**src/rtl/exc_stack_pkg.sv**
```systemverilog
package exc_stack_pkg;

  typedef enum logic [1:0] {
    CAUSE_XINT = 2'd0,
    CAUSE_IINT = 2'd1,
    CAUSE_SWI  = 2'd2,
    CAUSE_TRAP = 2'd3
  } cause_t;

  typedef enum logic [3:0] {
    ST_IDLE, ST_LOAD, ST_RTN, ST_F1, ST_PY, ST_PX,
    ST_F2, ST_PBA, ST_PCCR, ST_F3, ST_DONE
  } step_t;

  function automatic step_t step_after(step_t s);
    case (s)
      ST_LOAD: return ST_RTN;
      ST_RTN:  return ST_F1;
      ST_F1:   return ST_PY;
      ST_PY:   return ST_PX;
      ST_PX:   return ST_F2;
      ST_F2:   return ST_PBA;
      ST_PBA:  return ST_PCCR;
      ST_PCCR: return ST_F3;
      ST_F3:   return ST_DONE;
      default: return ST_IDLE;
    endcase
  endfunction

endpackage

```
**src/rtl/exc_seq_ctrl.sv**
```systemverilog
module exc_seq_ctrl
  import exc_stack_pkg::*;
(
  input  logic  clk,
  input  logic  rst,
  input  logic  req,
  output logic  accept,
  output step_t step_nxt
);

  step_t step_q;

  always_comb begin
    accept = req && (step_q == ST_IDLE);
    if (accept)
      step_nxt = ST_LOAD;
    else if (step_q == ST_IDLE)
      step_nxt = ST_IDLE;
    else
      step_nxt = step_after(step_q);
  end

  always_ff @(posedge clk) begin
    if (rst) step_q <= ST_IDLE;
    else     step_q <= step_nxt;
  end

endmodule

```
**src/rtl/exc_ret_addr.sv**
```systemverilog
module exc_ret_addr
  import exc_stack_pkg::*;
#(
  parameter int AW       = 16,
  parameter int SWI_LEN  = 1,
  parameter int TRAP_LEN = 2
) (
  input  cause_t        cause,
  input  logic [AW-1:0] pc_next,
  input  logic [AW-1:0] opc_addr,
  output logic [AW-1:0] ret
);

  always_comb begin
    case (cause)
      CAUSE_SWI:  ret = opc_addr + AW'(SWI_LEN);
      CAUSE_TRAP: ret = opc_addr + AW'(TRAP_LEN);
      default:    ret = pc_next;
    endcase
  end

endmodule

```
**src/rtl/exc_ccr_mask.sv**
```systemverilog
module exc_ccr_mask
  import exc_stack_pkg::*;
#(
  parameter int CW    = 8,
  parameter int X_BIT = 6,
  parameter int I_BIT = 4
) (
  input  cause_t        cause,
  input  logic [CW-1:0] ccr,
  output logic [CW-1:0] masked
);

  logic [CW-1:0] set_bits;

  always_comb begin
    set_bits        = '0;
    set_bits[I_BIT] = 1'b1;
    if (cause == CAUSE_XINT) set_bits[X_BIT] = 1'b1;
    masked = ccr | set_bits;
  end

endmodule

```
**src/rtl/exc_push_dec.sv**
```systemverilog
module exc_push_dec
  import exc_stack_pkg::*;
#(
  parameter int AW = 16,
  parameter int BW = 8,
  parameter int CW = 8
) (
  input  step_t           st,
  input  logic [AW-1:0]   ret,
  input  logic [2*BW-1:0] y,
  input  logic [2*BW-1:0] x,
  input  logic [BW-1:0]   a,
  input  logic [BW-1:0]   b,
  input  logic [CW-1:0]   ccr,
  input  logic [AW-1:0]   sp,
  output logic            wr,
  output logic            word,
  output logic [AW-1:0]   addr,
  output logic [2*BW-1:0] data,
  output logic            fetch,
  output logic            mask_upd
);

  localparam int WB = 2;

  always_comb begin
    wr       = 1'b0;
    word     = 1'b0;
    addr     = '0;
    data     = '0;
    fetch    = 1'b0;
    mask_upd = 1'b0;
    case (st)
      ST_RTN: begin
        wr = 1'b1; word = 1'b1; addr = sp - AW'(WB);
        data = (2*BW)'(ret);
      end
      ST_PY: begin
        wr = 1'b1; word = 1'b1; addr = sp - AW'(2*WB); data = y;
      end
      ST_PX: begin
        wr = 1'b1; word = 1'b1; addr = sp - AW'(3*WB); data = x;
      end
      ST_PBA: begin
        wr = 1'b1; word = 1'b1; addr = sp - AW'(4*WB); data = {b, a};
      end
      ST_PCCR: begin
        wr = 1'b1; word = 1'b0; addr = sp - AW'(4*WB + 1);
        data = {{(2*BW-CW){1'b0}}, ccr};
        mask_upd = 1'b1;
      end
      ST_F1, ST_F2, ST_F3: fetch = 1'b1;
      default: ;
    endcase
  end

endmodule

```
**src/rtl/exc_stack_seq.sv**
```systemverilog
module exc_stack_seq
  import exc_stack_pkg::*;
#(
  parameter int AW       = 16,
  parameter int BW       = 8,
  parameter int CW       = 8,
  parameter int X_BIT    = 6,
  parameter int I_BIT    = 4,
  parameter int SWI_LEN  = 1,
  parameter int TRAP_LEN = 2
) (
  input  logic            clk,
  input  logic            rst,
  input  logic            exc_req,
  input  logic [1:0]      exc_cause,
  input  logic [AW-1:0]   pc_next,
  input  logic [AW-1:0]   opc_addr,
  input  logic [2*BW-1:0] reg_y,
  input  logic [2*BW-1:0] reg_x,
  input  logic [BW-1:0]   reg_a,
  input  logic [BW-1:0]   reg_b,
  input  logic [CW-1:0]   ccr_in,
  input  logic [AW-1:0]   sp_in,
  output logic            mem_wr,
  output logic            mem_word,
  output logic [AW-1:0]   mem_addr,
  output logic [2*BW-1:0] mem_wdata,
  output logic            qfetch,
  output logic [CW-1:0]   ccr_out,
  output logic [AW-1:0]   sp_out,
  output logic            busy,
  output logic            done
);

  localparam int FRAME_BYTES = 4 * 2 + 1;

  logic            accept;
  step_t           step_nxt;
  cause_t          cause_in;
  logic [AW-1:0]   ret_in;
  cause_t          cause_q;
  logic [AW-1:0]   ret_q, sp_q;
  logic [2*BW-1:0] y_q, x_q;
  logic [BW-1:0]   a_q, b_q;
  logic [CW-1:0]   ccr_q, ccr_masked;
  logic            d_wr, d_word, d_fetch, d_mask;
  logic [AW-1:0]   d_addr;
  logic [2*BW-1:0] d_data;

  assign cause_in = cause_t'(exc_cause);

  exc_seq_ctrl u_ctrl (
    .clk      (clk),
    .rst      (rst),
    .req      (exc_req),
    .accept   (accept),
    .step_nxt (step_nxt)
  );

  exc_ret_addr #(.AW(AW), .SWI_LEN(SWI_LEN), .TRAP_LEN(TRAP_LEN)) u_ret (
    .cause    (cause_in),
    .pc_next  (pc_next),
    .opc_addr (opc_addr),
    .ret      (ret_in)
  );

  always_ff @(posedge clk) begin
    if (rst) begin
      cause_q <= CAUSE_XINT;
      ret_q <= '0; sp_q <= '0; y_q <= '0; x_q <= '0;
      a_q <= '0; b_q <= '0; ccr_q <= '0;
    end else if (accept) begin
      cause_q <= cause_in;
      ret_q   <= ret_in;
      sp_q    <= sp_in;
      y_q     <= reg_y;
      x_q     <= reg_x;
      a_q     <= reg_a;
      b_q     <= reg_b;
      ccr_q   <= ccr_in;
    end
  end

  exc_push_dec #(.AW(AW), .BW(BW), .CW(CW)) u_dec (
    .st       (step_nxt),
    .ret      (ret_q),
    .y        (y_q),
    .x        (x_q),
    .a        (a_q),
    .b        (b_q),
    .ccr      (ccr_q),
    .sp       (sp_q),
    .wr       (d_wr),
    .word     (d_word),
    .addr     (d_addr),
    .data     (d_data),
    .fetch    (d_fetch),
    .mask_upd (d_mask)
  );

  exc_ccr_mask #(.CW(CW), .X_BIT(X_BIT), .I_BIT(I_BIT)) u_mask (
    .cause  (cause_q),
    .ccr    (ccr_q),
    .masked (ccr_masked)
  );

  always_ff @(posedge clk) begin
    if (rst) begin
      mem_wr    <= 1'b0;
      mem_word  <= 1'b0;
      mem_addr  <= '0;
      mem_wdata <= '0;
      qfetch    <= 1'b0;
      ccr_out   <= '0;
      sp_out    <= '0;
      busy      <= 1'b0;
      done      <= 1'b0;
    end else begin
      mem_wr    <= d_wr;
      mem_word  <= d_word;
      mem_addr  <= d_addr;
      mem_wdata <= d_data;
      qfetch    <= d_fetch;
      busy      <= (step_nxt != ST_IDLE);
      done      <= (step_nxt == ST_DONE);
      if (accept)      ccr_out <= ccr_in;
      else if (d_mask) ccr_out <= ccr_masked;
      if (step_nxt == ST_DONE) sp_out <= sp_q - AW'(FRAME_BYTES);
    end
  end

endmodule

```
**config.mk**
```make
export PLATFORM = sky130hd
export DESIGN_NAME = exc_stack_seq
export DESIGN_NICKNAME = d
export VERILOG_FILES = /design/src/rtl/exc_stack_pkg.sv /design/src/rtl/exc_seq_ctrl.sv /design/src/rtl/exc_ret_addr.sv /design/src/rtl/exc_ccr_mask.sv /design/src/rtl/exc_push_dec.sv /design/src/rtl/exc_stack_seq.sv
export SDC_FILE = /design/constraint.sdc
export NUM_CORES = 1
export LEC_CHECK = 0
export BUFFER_PORTS_ARGS = -buffer_cell sky130_fd_sc_hd__buf_2
export CAP_MARGIN = 20
export CORE_MARGIN = 5
export CORE_UTILIZATION = 59
export CTS_CLUSTER_SIZE = 10
export DETAILED_ROUTE_END_ITERATION = 8
export PLACE_DENSITY = 0.86
export SETUP_SLACK_MARGIN = 0.1
export SLEW_MARGIN = 20
export SYNTH_ARGS = -nofsm -noshare
export SYNTH_HDL_FRONTEND = slang
export SYNTH_SLANG_ARGS = --single-unit
```
**constraint.sdc**
```tcl
create_clock -name clk -period 8.7 [get_ports clk]
set_clock_uncertainty 0.1 [all_clocks]
set_input_delay 0.87 -clock clk [delete_from_list [all_inputs] [get_ports clk]]
set_output_delay 0.87 -clock clk [all_outputs]
set_load 0.03 [all_outputs]
```
==> results of run 1 <==
worst paths after layout:
check	slack, ps	startpoint	to
setup / recovery	4860	flop	mem_addr[15]$_SDFF_PP0_
hold reg to reg	360	b_q[4]$_SDFFE_PP0N_	b_q[4]$_SDFFE_PP0N_
setup reg to reg	4860	flop	mem_addr[15]$_SDFF_PP0_
hold / removal	360	b_q[4]$_SDFFE_PP0N_	b_q[4]$_SDFFE_PP0N_
kinds of logic after synthesis:
| kind of cell | count (synthesis) | synth area share, % |
|---|---|---|
| simple gates | 381 | 22.5 |
| xor+xnor | 33 | 3.76 |
| flops | 159 | 41.4 |
| fa+ha+maj | 15 | 2.54 |
| buf+inv | 101 | 5.39 |
| mux | 12 | 1.58 |
| compound gates | 265 | 22.8 |
worst reg2reg max path, stage by stage (launching register included):
cell and delay, ps:
dfxtp_1 550, nand2b_1 170, nor2_1 280, and3_1 670, inv_1 190, fa_1 570, nor4b_1 530, nand3_1 180
a221o_1 320, nand2_1 70, a21oi_1 60
routing by layer:
layer	routed length, um	GRT usage [%]	share of wire [%]
met2	10500	46.5	48
met3	1800	7.63	8.2
met1	8880	35.7	40
met4	828	14.4	3.8
met5	13	0	0.059
cells in the mapped netlist, types with 4 or more instances:
| cell | count |
|---|---|
| o22ai_1 | 4 |
| a311oi_1 | 7 |
| nand3_1 | 7 |
| o21ai_0 | 14 |
| xor2_1 | 13 |
| nor3_1 | 13 |
| nand2_1 | 207 |
| o211ai_1 | 12 |
| buf_2 | 13 |
| clkbuf_1 | 60 |
| buf_1 | 6 |
| a211o_1 | 7 |
| nor2_1 | 76 |
| a221oi_1 | 4 |
| and3_1 | 7 |
| or3_1 | 6 |
| ha_1 | 14 |
| xnor2_1 | 20 |
| nand4_1 | 9 |
| nor4_1 | 8 |
| and2_1 | 9 |
| mux2i_1 | 11 |
| a22oi_1 | 14 |
| nor2b_1 | 6 |
| a31oi_1 | 17 |
| dfxtp_1 | 159 |
| o221ai_1 | 7 |
| a21oi_1 | 112 |
| or4_1 | 4 |
| a222oi_1 | 8 |
| a211oi_1 | 23 |
| inv_1 | 19 |
| a21boi_0 | 9 |
layout make-up:
| class | instances | area [um^2] | share of cell area [%] |
|---|---|---|---|
| clock buffers | 18 | 429 | 4.74 |
| inverters | 19 | 71.3 | 0.788 |
| repair buffers | 175 | 893 | 9.87 |
| clock inverters | 13 | 154 | 1.70 |
| well taps | 172 | 215 | 2.38 |
| multi-input cells | 706 | 4110 | 45.4 |
| flip-flops and latches | 159 | 3180 | 35.2 |
sequential cells by signal, summed over array words and instances (netlist names), 16 cells and up, named ones only:
register and count:
mem_addr 16, mem_wdata 16, ret_q 16, sp_out 16, sp_q 16, x_q 16
y_q 16
through the flow:
| step | instances | util [%] |
|---|---|---|
| after floorplan | 966 | - |
| after global placement | 1231 | 66.5 |
| after detailed placement | 1231 | 66.5 |
| after CTS | 1262 | 71.1 |
| after global routing | 1262 | 71.2 |
| final | 1262 | 71.2 |
power by group:
group / internal (mW) / switching [mW] / leakage, nW
logic: 0.0950 / 0.154 / 2.09
clock network: 0.427 / 0.313 / 0.278
registers: 0.763 / 0.0356 / 1.30
==> flow_summary.json, run 1 <==
{
  "status": "finished clean",
  "vias_per_cell": 6.02,
  "cp_cell_sequence": "nand2b_1 -> nor2_1 -> and3_1 -> inv_1 -> fa_1 -> nor4b_1 -> nand3_1 -> a221o_1 -> nand2_1 -> a21oi_1",
  "final_common_cell": "nand2_1",
  "drt-pass1-iter-count": 6,
  "cp.depth": 10,
  "gr-usage-all-layers_pct": 28.8,
  "cap_viol_max_count": 0,
  "syn_to_final_growth_pct": 17.8,
  "rows": 41,
  "fillers": 1047,
  "slew-limit-headroom_pct": 20.6,
  "start_util_pct": 60.4,
  "yosysUniqueCellTypes": 70,
  "p_per_area_mw_per_mm2": 197,
  "start_kind": "flop",
  "drc": 0,
  "clkSlewWorstSetupHoldPaths_ps": 60,
  "total_power_mw": 1.79,
  "slowest_stage": "and3_1",
  "numCtsBuffers": 17,
  "nets": 1202,
  "grt_max_degree": 115,
  "tightest_slew_ps": 1190,
  "critPathRequiredTime_ps": 8890,
  "slowest_delay_ps": 670,
  "path_class": "flop to flop",
  "post-cts-setup-buffer-count": 0,
  "setup_viol": 0,
  "synth_top_area_share_pct": 41.4,
  "place_area_mm2": 0.00846,
  "die_area_mm2": 0.0154,
  "leakage_nw": 3.66,
  "clock-sinks": 159,
  "synth_flop_cell": "dfxtp_1",
  "layout_setup_ws_ps": 4860,
  "clockRootBuffer": "clkbuf_16",
  "place_ws_ps": 5020,
  "final_cell_mix": "nand2_1, buf_2, dfxtp_1",
  "cts_resized": 0,
  "cts_tree": "done",
  "grt_pass1_wl_um": 34600,
  "yosysSeqAreaShare_pct": 41.4,
  "antenna_cells": 0,
  "min_period_ps": 3840,
  "crit_buf_inv": 1,
  "die_y_um": 124,
  "grt_overflow": 0,
  "worst-r2r-cell-count": 10,
  "post_drt_wl_per_cell_um": 17.5,
  "slew_violations": 0,
  "vias": 7598,
  "setup-tns-final_ps": 0,
  "antenna_found_initial": 1,
  "fin_area_mm2": 0.00905,
  "dieWidth_um": 124,
  "synth_top_area_cell": "dfxtp_1",
  "synth_edf_count": 0,
  "worstHoldPathType": "flop to flop",
  "clockBufferDepth": 2,
  "grt_pass1_vias": 7198,
  "fmax_ghz": 0.260,
  "critical_path.max_fanout": 17,
  "path_delay_family": "simple AND/OR/NAND/NOR gates",
  "async_flop_share_pct": 0,
  "placement.io_buffers": 169,
  "place_congestion": 0.967,
  "hold_ws_ps": 356,
  "syn_avg_cell_area_um2": 7.96,
  "final.period_utilization_pct": 44.1,
  "final_layout_size_suffix_gt1_share_pct": 20.7,
  "routed_wl_um": 22000,
  "synth_area_mm2": 0.00769,
  "rsz0062_at_grt": "no",
  "cts_hold_buffers": 0,
  "synthTopCellsByArea": "dfxtp_1, nand2_1, a21oi_1",
  "syn_inst": 966,
  "ant_nets": 0,
  "dr.first_iter.drc_count": 831,
  "boundaryPins": 170,
  "holdPathStages": 2,
  "arrival_ps": 4030,
  "cp-end-kind": "flop",
  "yosysWarnings": 0,
  "synth_nets": 1090,
  "ir_drop_uv": 132,
  "cts_max_level": 4,
  "hold_viol": 0,
  "ys_ff_latch": 159,
  "coreArea_mm2": 0.0127,
  "detailed_place_hpwl_um": 15400,
  "clk_latency_ps": 440
}
No activity file was read; power rests on OpenSTA's default activity.
==> inputs of run 2 (changes only) <==
CORE_UTILIZATION = 49   (was 59)
PLACE_DENSITY = 0.76   (was 0.86)
clock period = 3.3 ns   (was 8.7 ns; I/O delays follow)
==> run 2 against run 1 <==
  * Routed wire length grew 4.4%
  * Critical path depth is the same
  * Highest routed layer is now met4
  * Non-clock buffer count grew 16
==> flow_summary.json, run 2 (synthesis gave the netlist of run 1 again) <==
{
  "path_delay_family": "simple AND/OR/NAND/NOR gates",
  "fmax_ghz": 0.338,
  "clock-sinks": 159,
  "arrival_ps": 3150,
  "setup_viol": 0,
  "tightest_slew_ps": 957,
  "seq_area_mm2": 0.00318,
  "place_congestion": 0.938,
  "clockBufferDepth": 2,
  "grt_pass1_vias": 7089,
  "antenna_cells": 0,
  "clk_latency_ps": 430,
  "cp_cell_sequence": "nand2b_1 -> nor2_1 -> and3_1 -> inv_1 -> fa_1 -> nor4b_1 -> nand3_1 -> a221o_1 -> nand2_1 -> a21oi_1",
  "rsz0062_at_grt": "no",
  "ant_nets": 0,
  "syn_to_final_growth_pct": 20.3,
  "post-cts-setup-buffer-count": 0,
  "grt_pass1_wl_um": 36700,
  "placement.io_buffers": 169,
  "leakage_nw": 3.76,
  "crit_buf_inv": 1,
  "critPathRequiredTime_ps": 3490,
  "vias": 7535,
  "path_class": "flop to flop",
  "nets": 1218,
  "setup-tns-final_ps": 0,
  "busiest_layer": "met2",
  "fin_cells": 1316,
  "vias_per_cell": 5.73,
  "rows": 45,
  "cts_hold_buffers": 0,
  "grt_max_degree": 94,
  "hold_viol": 0,
  "slew-limit-headroom_pct": 36.2,
  "die_area_mm2": 0.0183,
  "grt_use_met3_pct": 6.80,
  "die_y_um": 135,
  "final_cell_mix": "nand2_1, buf_2, dfxtp_1",
  "final_layout_size_suffix_gt1_share_pct": 21.9,
  "dieWidth_um": 135,
  "post-route-util_pct": 60.4,
  "boundaryPins": 170,
  "worstHoldPathType": "input pin to flop",
  "slowest_stage": "fa_1",
  "cts_resized": 0,
  "cap_viol_max_count": 0,
  "detailed_place_hpwl_um": 16700,
  "grt_overflow": 0,
  "routed_wl_um": 23000,
  "cts_tree": "done",
  "clkSlewWorstSetupHoldPaths_ps": 70,
  "multi_input_area_mm2": 0.00410,
  "final.period_utilization_pct": 89.6,
  "min_period_ps": 2960,
  "fillers": 1436,
  "slowest_delay_ps": 510,
  "drc": 0,
  "start_util_pct": 50.2,
  "cp-end-kind": "flop",
  "coreArea_mm2": 0.0153,
  "slew_violations": 0,
  "numCtsBuffers": 17,
  "gr-usage-all-layers_pct": 25.1,
  "place_inst": 1286,
  "critical_path.max_fanout": 10,
  "clockRootBuffer": "clkbuf_16",
  "dr.first_iter.drc_count": 753,
  "p_per_area_mw_per_mm2": 520,
  "final_common_cell": "nand2_1",
  "hold_ws_ps": 32.2,
  "ir_drop_uv": 414,
  "post_drt_wl_per_cell_um": 17.5,
  "start_kind": "flop",
  "met1_usage_pct": 33.3,
  "cts_max_level": 4,
  "antenna_found_initial": 0,
  "drt-pass1-iter-count": 5,
  "status": "finished clean",
  "met2_usage_pct": 40.0
}
run 2: final timing paths:
check	from	end	slack, ps	cells past startpoint
setup / recovery	flop	mem_addr[15]$_SDFF_PP0_	340	10
hold / removal	reg_x[4]	x_q[4]$_SDFFE_PP0N_	30	3
setup reg to reg	flop	mem_addr[15]$_SDFF_PP0_	340	10
hold reg to reg	ccr_q[5]$_SDFFE_PP0N_	ccr_q[5]$_SDFFE_PP0N_	350	2
run 2: cell type report:
cell class	count	share of cell area, %
Multi-Input combinational cell	706	44.3
Sequential cell	159	34.4
Timing Repair Buffer	191	11.1
Clock inverter	13	1.92
Tap cell	211	2.85
Inverter	19	0.771
Clock buffer	17	4.60
run 2: report_power, final:
| group | leakage, nW | switching (mW) | internal [mW] | total, mW |
|---|---|---|---|---|
| combinational | 2.17 | 0.430 | 0.262 | 0.692 |
| sequential | 1.30 | 0.0813 | 2.01 | 2.09 |
| clock | 0.289 | 0.823 | 1.20 | 2.02 |
| total | 3.76 | 1.33 | 3.47 | 4.81 |
run 2: through the flow:
stage | power, mW | instance area, um^2 | setup slack [ps]
2_1_floorplan | 2.59 | 7690 | 190
3_3_place_gp | 2.81 | 8640 | 501
4_1_cts | 4.81 | 9250 | 396
5_1_grt | 5.00 | 9250 | 135
3_5_place_dp | 2.81 | 8640 | 420
6_report | 4.81 | 9250 | 342
run 2: per-layer routing:
| metal | vias to the layer above | share of wire, % |
|---|---|---|
| li1 | 3669 | - |
| met1 | 3500 | 43 |
| met2 | 330 | 46 |
| met3 | 36 | 8.8 |
| met4 | 0 | 2.0 |
| met5 | - | 0 |
run 2: worst min-delay path, delay by kind of cell:
family	cells	cell delay [ps]
buffers and inverters	1	90
AOI/OAI and AO/OA	1	50
and+or+nand+nor	1	50
